File: config.mk
export PLATFORM = sky130hd
export DESIGN_NAME = capture_ctrl
export DESIGN_NICKNAME = d
export VERILOG_FILES = /design/src/rtl/cap_pkg.sv /design/src/rtl/cap_ptr.sv /design/src/rtl/cap_postcnt.sv /design/src/rtl/cap_pack.sv /design/src/rtl/cap_fsm.sv /design/src/rtl/capture_ctrl.sv
export SDC_FILE = /design/constraint.sdc
export NUM_CORES = 1
export LEC_CHECK = 0
export BUFFER_PORTS_ARGS = -buffer_cell sky130_fd_sc_hd__clkbuf_2
export CORE_MARGIN = 10
export CORE_UTILIZATION = 41
export DETAILED_ROUTE_END_ITERATION = 8
export PLACE_DENSITY = 0.81
export SKIP_LAST_GASP = 1
export SLEW_MARGIN = 20
export SYNTH_ARGS = -nofsm -noshare
export SYNTH_HDL_FRONTEND = slang
export SYNTH_HIERARCHICAL = 1
export SYNTH_SLANG_ARGS = --single-unit
File: constraint.sdc
create_clock -name clk -period 2.6 [get_ports clk]
set_input_delay 0.26 -clock clk [delete_from_list [all_inputs] [get_ports clk]]
set_output_delay 0.26 -clock clk [all_outputs]
set_load 0.02 [all_outputs]
File: src/rtl/cap_pkg.sv
package cap_pkg;
   typedef enum logic [1:0] {
      CAP_IDLE  = 2'd0,
      CAP_ARMED = 2'd1,
      CAP_POST  = 2'd2,
      CAP_DONE  = 2'd3
   } cap_state_e;
endpackage

File: src/rtl/cap_ptr.sv
module cap_ptr #(
   parameter int DEPTH = 16384,
   localparam int ADDR_W = $clog2(DEPTH)
) (
   input  logic              clk,
   input  logic              rst_n,
   input  logic              clr,
   input  logic              inc,
   output logic [ADDR_W-1:0] ptr
);
   localparam logic [ADDR_W-1:0] LAST = ADDR_W'(DEPTH - 1);
   localparam bit POW2 = ((1 << ADDR_W) == DEPTH);

   logic [ADDR_W-1:0] ptr_nxt;

   generate
      if (POW2) begin : g_wrap_natural
         always_comb ptr_nxt = ptr + 1'b1;
      end else begin : g_wrap_cmp
         always_comb ptr_nxt = (ptr == LAST) ? '0 : ptr + 1'b1;
      end
   endgenerate

   always_ff @(posedge clk or negedge rst_n) begin
      if (!rst_n)    ptr <= '0;
      else if (clr)  ptr <= '0;
      else if (inc)  ptr <= ptr_nxt;
   end

   AST_PTR_WRAP: assert property (@(posedge clk) disable iff (!rst_n)
      (inc && !clr && ptr == LAST) |=> ptr == '0);
   AST_PTR_HOLD: assert property (@(posedge clk) disable iff (!rst_n)
      (!inc && !clr) |=> $stable(ptr));
endmodule

File: src/rtl/cap_postcnt.sv
module cap_postcnt #(
   parameter int DLY_W = 32
) (
   input  logic             clk,
   input  logic             rst_n,
   input  logic             clr,
   input  logic             load,
   input  logic [DLY_W-1:0] load_val,
   input  logic             dec,
   output logic             last,
   output logic             zero_in
);
   localparam logic [DLY_W-1:0] ONE = DLY_W'(1);

   logic [DLY_W-1:0] cnt;

   always_ff @(posedge clk or negedge rst_n) begin
      if (!rst_n)                 cnt <= '0;
      else if (clr)               cnt <= '0;
      else if (load)              cnt <= load_val;
      else if (dec && cnt != '0)  cnt <= cnt - ONE;
   end

   assign last    = (cnt == ONE);
   assign zero_in = (load_val == '0);
endmodule

File: src/rtl/cap_pack.sv
module cap_pack #(
   parameter int IN_W  = 16,
   parameter int SMP_W = 14,
   parameter int OUT_W = 16
) (
   input  logic [IN_W-1:0]  din,
   output logic [OUT_W-1:0] dout
);
   generate
      if (SMP_W > IN_W || SMP_W > OUT_W) begin : g_bad
         $error("cap_pack: SMP_W exceeds IN_W or OUT_W");
      end
      if (OUT_W > SMP_W) begin : g_pad
         assign dout = {{(OUT_W - SMP_W){1'b0}}, din[SMP_W-1:0]};
      end else begin : g_exact
         assign dout = din[SMP_W-1:0];
      end
   endgenerate
endmodule

File: src/rtl/cap_fsm.sv
module cap_fsm
   import cap_pkg::*;
(
   input  logic       clk,
   input  logic       rst_n,
   input  logic       cmd_arm,
   input  logic       cmd_reset,
   input  logic       trig_acc,
   input  logic       dly_zero,
   input  logic       wr_en,
   input  logic       cnt_last,
   output cap_state_e state
);
   cap_state_e state_nxt;

   always_comb begin
      state_nxt = state;
      if (cmd_reset) begin
         state_nxt = CAP_IDLE;
      end else if (cmd_arm) begin
         state_nxt = CAP_ARMED;
      end else begin
         unique case (state)
            CAP_ARMED: if (trig_acc) state_nxt = dly_zero ? CAP_DONE : CAP_POST;
            CAP_POST:  if (wr_en && cnt_last) state_nxt = CAP_DONE;
            default:   state_nxt = state;
         endcase
      end
   end

   always_ff @(posedge clk or negedge rst_n) begin
      if (!rst_n) state <= CAP_IDLE;
      else        state <= state_nxt;
   end

   AST_ARM_LANDS: assert property (@(posedge clk) disable iff (!rst_n)
      (cmd_arm && !cmd_reset) |=> state == CAP_ARMED);
endmodule

File: src/rtl/capture_ctrl.sv
module capture_ctrl
   import cap_pkg::*;
#(
   parameter int DEPTH = 16384,
   parameter int DLY_W = 32,
   parameter int IN_W  = 16,
   parameter int SMP_W = 14,
   parameter int OUT_W = 16,
   localparam int ADDR_W = $clog2(DEPTH)
) (
   input  logic              clk,
   input  logic              rst_n,
   input  logic              cmd_arm,
   input  logic              cmd_reset,
   input  logic              smp_valid,
   input  logic              trig_in,
   input  logic [DLY_W-1:0]  delay_cfg,
   input  logic [IN_W-1:0]   smp_a,
   input  logic [IN_W-1:0]   smp_b,
   output logic              wr_en,
   output logic [ADDR_W-1:0] wr_addr,
   output logic [OUT_W-1:0]  wr_data_a,
   output logic [OUT_W-1:0]  wr_data_b,
   output logic [ADDR_W-1:0] cur_ptr,
   output logic [ADDR_W-1:0] trig_ptr,
   output logic              triggered,
   output logic              done
);
   generate
      if (DEPTH < 2) begin : g_bad_depth
         $error("capture_ctrl: DEPTH must be at least 2");
      end
      if (DLY_W < 1) begin : g_bad_dly
         $error("capture_ctrl: DLY_W must be positive");
      end
   endgenerate

   cap_state_e state;
   logic       capturing;
   logic       trig_acc;
   logic       cnt_last;
   logic       dly_zero;

   assign capturing = (state == CAP_ARMED) || (state == CAP_POST);
   assign wr_en     = capturing && smp_valid && !cmd_reset;
   assign trig_acc  = (state == CAP_ARMED) && trig_in && !cmd_arm && !cmd_reset;
   assign wr_addr   = cur_ptr;
   assign triggered = (state == CAP_POST) || (state == CAP_DONE);
   assign done      = (state == CAP_DONE);

   cap_fsm u_fsm (
      .clk       (clk),
      .rst_n     (rst_n),
      .cmd_arm   (cmd_arm),
      .cmd_reset (cmd_reset),
      .trig_acc  (trig_acc),
      .dly_zero  (dly_zero),
      .wr_en     (wr_en),
      .cnt_last  (cnt_last),
      .state     (state)
   );

   cap_ptr #(.DEPTH(DEPTH)) u_ptr (
      .clk   (clk),
      .rst_n (rst_n),
      .clr   (cmd_reset),
      .inc   (wr_en),
      .ptr   (cur_ptr)
   );

   cap_postcnt #(.DLY_W(DLY_W)) u_cnt (
      .clk      (clk),
      .rst_n    (rst_n),
      .clr      (cmd_reset),
      .load     (trig_acc),
      .load_val (delay_cfg),
      .dec      (wr_en && state == CAP_POST),
      .last     (cnt_last),
      .zero_in  (dly_zero)
   );

   always_ff @(posedge clk or negedge rst_n) begin
      if (!rst_n)         trig_ptr <= '0;
      else if (cmd_reset) trig_ptr <= '0;
      else if (trig_acc)  trig_ptr <= cur_ptr;
   end

   cap_pack #(.IN_W(IN_W), .SMP_W(SMP_W), .OUT_W(OUT_W)) u_pack_a (
      .din (smp_a), .dout (wr_data_a)
   );
   cap_pack #(.IN_W(IN_W), .SMP_W(SMP_W), .OUT_W(OUT_W)) u_pack_b (
      .din (smp_b), .dout (wr_data_b)
   );

   AST_WE_GATED: assert property (@(posedge clk) disable iff (!rst_n)
      wr_en |-> (smp_valid && !cmd_reset));
   AST_PTR_STEP: assert property (@(posedge clk) disable iff (!rst_n)
      wr_en |=> cur_ptr == ADDR_W'($past(cur_ptr) + 1'b1));
   AST_TRIG_PTR_FROZEN: assert property (@(posedge clk) disable iff (!rst_n)
      (triggered && !cmd_reset) |=> $stable(trig_ptr));
   AST_DONE_IMPLIES_TRIG: assert property (@(posedge clk) disable iff (!rst_n)
      done |-> triggered);
   AST_DONE_NO_WRITE: assert property (@(posedge clk) disable iff (!rst_n)
      done |-> !wr_en);
   AST_RST_CLEARS: assert property (@(posedge clk) disable iff (!rst_n)
      cmd_reset |=> (cur_ptr == '0 && trig_ptr == '0 && !triggered && !done));
   AST_ARM_CLEARS: assert property (@(posedge clk) disable iff (!rst_n)
      cmd_arm |=> (!triggered && !done));
endmodule

* Word level (Yosys, flattened, before mapping)
Cells that the tools add are included.
** Storage, ports and cells
- Input bits :: 70
- Logic and storage cells :: 44
- Output and inout port bits :: 77
- Register bits after elaboration :: 62
** Cells by class
- $add $sub $neg :: 2
- Reductions and logical operators :: 19
- Equal/unequal tests :: 6
- Mux-type cells :: 13
** Operator list (number)
- 2-to-1 mux 32 bit :: 3
- 2-to-1 mux 14 bit :: 4
- == test 32 x 1 -> 1 bit, second input constant :: 1
- zero test 32 bit :: 1
- nonzero test 32 bit :: 1
- subtractor 32 x 1 -> 32 bit, second input constant :: 1
- adder 14 x 1 -> 14 bit, second input constant :: 1
- logical AND 1 bit :: 8
- 2-to-1 mux 2 bit :: 4
- == test 2 bit, second input constant :: 2
- != test 4 x 3 -> 1 bit, second input constant :: 1
- != test 4 bit, second input constant :: 1
- case mux 2 bit (2 select lines) :: 1
- nonzero test 2 bit :: 2
- nonzero test 4 bit :: 1
- AND reduction 3 bit :: 1
- nonzero test 3 bit :: 1
- == test 2 x 1 -> 1 bit, second input constant :: 1
- zero test 1 bit :: 2
- logical OR 1 bit :: 2
- 2-to-1 mux 1 bit :: 1

* Longest topological paths before layout
- Depth in word-level cells :: 9
- Mapped depth :: 10
- Depth with buffers taken out :: 8

* Hierarchy
The synthesis kept the hierarchy.
** By module, submodules not included
- cap_postcnt :: cells an instance 257, seq. area each 800.8 µm², area each 2296.0 µm², times used 1
- capture_ctrl :: cells an instance 85, seq. area each 350.3 µm², area each 898.4 µm², times used 1
- cap_ptr :: cells an instance 70, seq. area each 350.3 µm², area each 729.4 µm², times used 1
- cap_pack :: cells an instance 17, seq. area each 0.0 µm², area each 123.9 µm², times used 2
- cap_fsm :: cells an instance 14, seq. area each 50.0 µm², area each 142.6 µm², times used 1

* Least setup slack after synthesis
Ideal clock, no wire load.
- Path kind :: reg-to-reg
- From :: reg u_cnt.cnt[22]
- To :: reg u_cnt.cnt[24]
- Path buffers :: 3
- Stages on the path, launching flop included :: 9
- Data arrival time :: 2.545 ns
- Slack :: -0.041 ns
- Clock period less this slack :: 2.641 ns
- Path through :: dfrtp_1 > or4_4 > or4_1 > buf_6 > o41ai_4 > buf_6 > buf_8 > o21ai_2 > a311oi_2
** Between the ends
- Cells in the longest elaborated chain, start to end :: 4
** Ends and longest elaborated chain
- start, declared :: RTL line cap_postcnt.sv:15 : logic [DLY_W-1:0] cnt;
- start signal, assigned :: RTL line cap_postcnt.sv:20 : else if (load) cnt <= load_val;
- start signal, assigned :: RTL line cap_postcnt.sv:21 : else if (dec && cnt != '0) cnt <= cnt - ONE;
- subtractor 32 x 1 -> 32 bit :: RTL line cap_postcnt.sv:21
- 2-to-1 mux 32 bit :: RTL line cap_postcnt.sv:21
- 2-to-1 mux 32 bit :: RTL line cap_postcnt.sv:20
- 2-to-1 mux 32 bit :: RTL line cap_postcnt.sv:19 : else if (clr) cnt <= '0;
Several ways; a longest one is shown, not always the timed one. The select of a mux whose other input is x is not followed.
A chain may end at the register's enable or synchronous reset.

* Worst setup path after layout
- From :: reg u_cnt.cnt[23]
- To :: reg u_fsm.state[1]
** Between the ends
- Cells in the longest elaborated chain, start to end :: 4
** Ends and longest elaborated chain
- == test 32 x 1 -> 1 bit :: RTL line cap_postcnt.sv:24 : assign last = (cnt == ONE);
- via cnt_last :: RTL line capture_ctrl.sv:41 : logic cnt_last;
- logical AND 1 bit :: RTL line cap_fsm.sv:25 : CAP_POST: if (wr_en && cnt_last) state_nxt = CAP_DONE;
- != test 4 x 3 -> 1 bit (no line)
- AND reduction 3 bit (no line)
- end signal, assigned :: RTL line cap_fsm.sv:33 : else state <= state_nxt;
- end, declared :: RTL line cap_fsm.sv:12 : output cap_state_e state
The timed path passes the listed nets, and every way through them passes these cells.

==> results.cfg <==
[clocking]
clk_path_buf_depth = 2
cts_hold_buf = 0
cts_tree = done
h-tree-depth = 3
clkSlewWorstSetupHoldPaths_ns = 0.07
clock_sinks = 62
root_buffer = clkbuf_8
insertion_delay_ns = 0.37
cts_buffers = 9

[critical_path]
r2r_setup_slack_ns = -0.0006
arrival_ns = 2.88
crit_type = reg2reg
critical_path_required_ns = 2.88
r2r-start = u_cnt/cnt[23]$_DFFE_PN0P_
worstSetupEndpointType = flip-flop
start_kind = flip-flop
reg2reg_to = u_fsm/state[1]$_DFFE_PN0P_
worst-path-max-fanout = 4
crit_path_start = u_cnt/cnt[23]$_DFFE_PN0P_
r2r_cells = 7

[place]
dp_hpwl_microns = 8930
placed_cells = 648
port_buffers = 82
dp_slack_ns = 0.00281
gp_congestion = 0.903

[synth]
synth_ff_type = dfrtp_1
syn-instance-count = 460
synth_warnings = 6
synth.avg_cell_area_sq_um = 9.38
ys_async_sr_fraction_pct = 100
synth.distinct_cells = 67
yosysTopAreaCellShare_pct = 36.0
synth-seq-area-share_pct = 36.0
netlist_area_sq_um = 4310
ys_ff_latch = 62
synthTopCellsByArea = dfrtp_1, buf_4, nand2b_1
synth_edf_count = 0
synth_area_leader_cell = dfrtp_1

[sta]
finalHoldViolCount = 0
fin_crit_ns = 2.60
finalSetupViolations = 1
worst_slew_margin_rel_pct = 44.9
worst_slack_ns = -0.000574
rsz0062_at_grt = true
finClkSkew_ns = 0.0132
slew_violations = 0
worst_hold_slack_ns = 0.0712
worst_slew_pin_slew_ns = 0.826
clock.fmax_mhz = 385
period_share_pct = 100

[cells_and_area]
layout-drive-gt1-share_pct = 33.9
nets = 607
final_cell_mix = clkbuf_2, dfrtp_1, buf_4
syn2layout_area_growth_pct = 17.7
finalNonFillerCells = 670
diodes = 0
mostFrequentLayoutCell = clkbuf_2
fillers = 922

[grt]
grt_pass1_wl_microns = 19700
grt_pass1_vias = 3921
track_usage_pct = 16.3
overflow = 0
grt_max_degree = 68
grt_antenna_before_repair = 0

[routing]
drc = 0
drtAntennaViolNets = 0
via_per_inst = 5.83
finalWirelength_microns = 12600
firstDrtPassIters = 6
routed-via-count = 3904
drtIter0Drc = 488
wl_per_cell_microns = 18.8

[die]
dieArea_sq_um = 15000
core_area_sq_um = 10300
die_y_microns = 123
rows = 37
fp.dieW_microns = 123
pin_count = 147
initial_core_util_pct = 42.0

[worst_hold_path]
hold_class = in2async

[status]
status = finished with violations
violations = negative setup slack

[pwr]
p_total_uw = 2580
power.density_nw_per_um2 = 508
max-vdd-ir-drop_mv = 0.206
p_leak_uw = 0.00222

[run]
cap_violations = 0
-- critical path: stages (launching register included) --
cell	delay [ns]
dfrtp_1	0.39
or4_4	0.57
or4_4	0.55
buf_4	0.17
nor3_4	0.19
nand2_2	0.11
a211o_2	0.33
a211oi_2	0.21
-- state kept, by name, summed over array words and instances (netlist names) --
signal       count
u_cnt/cnt       32
trig_ptr        14
u_ptr/ptr       14
u_fsm/state      2
-- how the worst max path moves through the flow --
stage / endpoint / depth (start not counted)
3_3_place_gp: u_fsm/state[1]$_DFFE_PN0P_ / 6
2_1_floorplan: u_cnt/cnt[22]$_DFFE_PN0P_ / 7
6_report: u_fsm/state[1]$_DFFE_PN0P_ / 7
3_5_place_dp: u_cnt/cnt[20]$_DFFE_PN0P_ / 7
5_1_grt: u_fsm/state[1]$_DFFE_PN0P_ / 7
4_1_cts: u_cnt/cnt[10]$_DFFE_PN0P_ / 7
-- metrics by stage --
| stage | util [%] | cell area [sq um] | setup TNS (ns) |
|---|---|---|---|
| 4_1_cts | 48.4 | 4970 | -0.0928 |
| 3_3_place_gp | 45.8 | 4710 | 0 |
| 2_1_floorplan | - | 4330 | 0 |
| 5_1_grt | 49.4 | 5080 | -0.191 |
| 3_5_place_dp | 45.8 | 4710 | 0 |
| 6_report | 49.4 | 5080 | -0.000574 |
-- cells in the mapped netlist, drive strengths merged, types with 2 or more instances --
master,count
a2111oi,3
a211oi,6
a21oi,10
a22oi,3
a311oi,18
a31oi,2
and2,2
and4,3
buf,55
clkbuf,14
conb,2
dfrtp,62
ha,8
inv,12
mux2i,15
nand2,18
nand2b,32
nand3,6
nand3b,2
nand4,13
nor2,39
nor2b,6
nor3,12
nor4,15
o2111ai,4
o211ai,2
o21ai,11
o22ai,2
o311ai,2
o31ai,14
o41ai,4
or2,6
or3,16
or4,18
xnor2,2
xor2,4
-- metal layers --
metal  vias to the layer above  GRT usage (%)  share of wire (%)
met5                         -              0                  0
met4                         0           10.2                3.3
met3                        39           3.31                7.1
met2                       166           26.7                 50
met1                      1875           19.3                 39
li1                       1824              -                  -
-- timing repair --
item,in CTS,in global routing
endpoints found under the setup margin,8,25
gates resized for setup,2,13
buffers inserted,2,2
pin swaps,6,9
cloned,1,1
-- area by class of cell --
type / instances / area (sq um) / share of cell area (%)
clock buffers: 11 / 151 / 2.98
clock inverters: 5 / 57.6 / 1.13
inverters: 12 / 45.0 / 0.887
multi-input cells: 319 / 2310 / 45.6
flip-flops and latches: 62 / 1550 / 30.6
well taps: 136 / 170 / 3.35
repair buffers: 125 / 788 / 15.5
-- power breakdown --
group / internal (uW) / switching, uW
Combinational: 272 / 399
Sequential: 990 / 25.6
Clock: 492 / 402
-- logic make-up after synthesis --
| family | count (synthesis) | share of synthesized area [%] |
|---|---|---|
| XOR/XNOR | 6 | 1.22 |
| other | 2 | 0.174 |
| AO/OA/AOI/OAI | 91 | 18.0 |
| buffers and inverters | 81 | 12.5 |
| AND/OR/NAND/NOR | 194 | 26.1 |
| adder cells (fa/ha/maj) | 8 | 2.32 |
| multiplexers | 16 | 3.74 |
| flip-flops | 62 | 36.0 |
(Power assumes the default switching activity.)
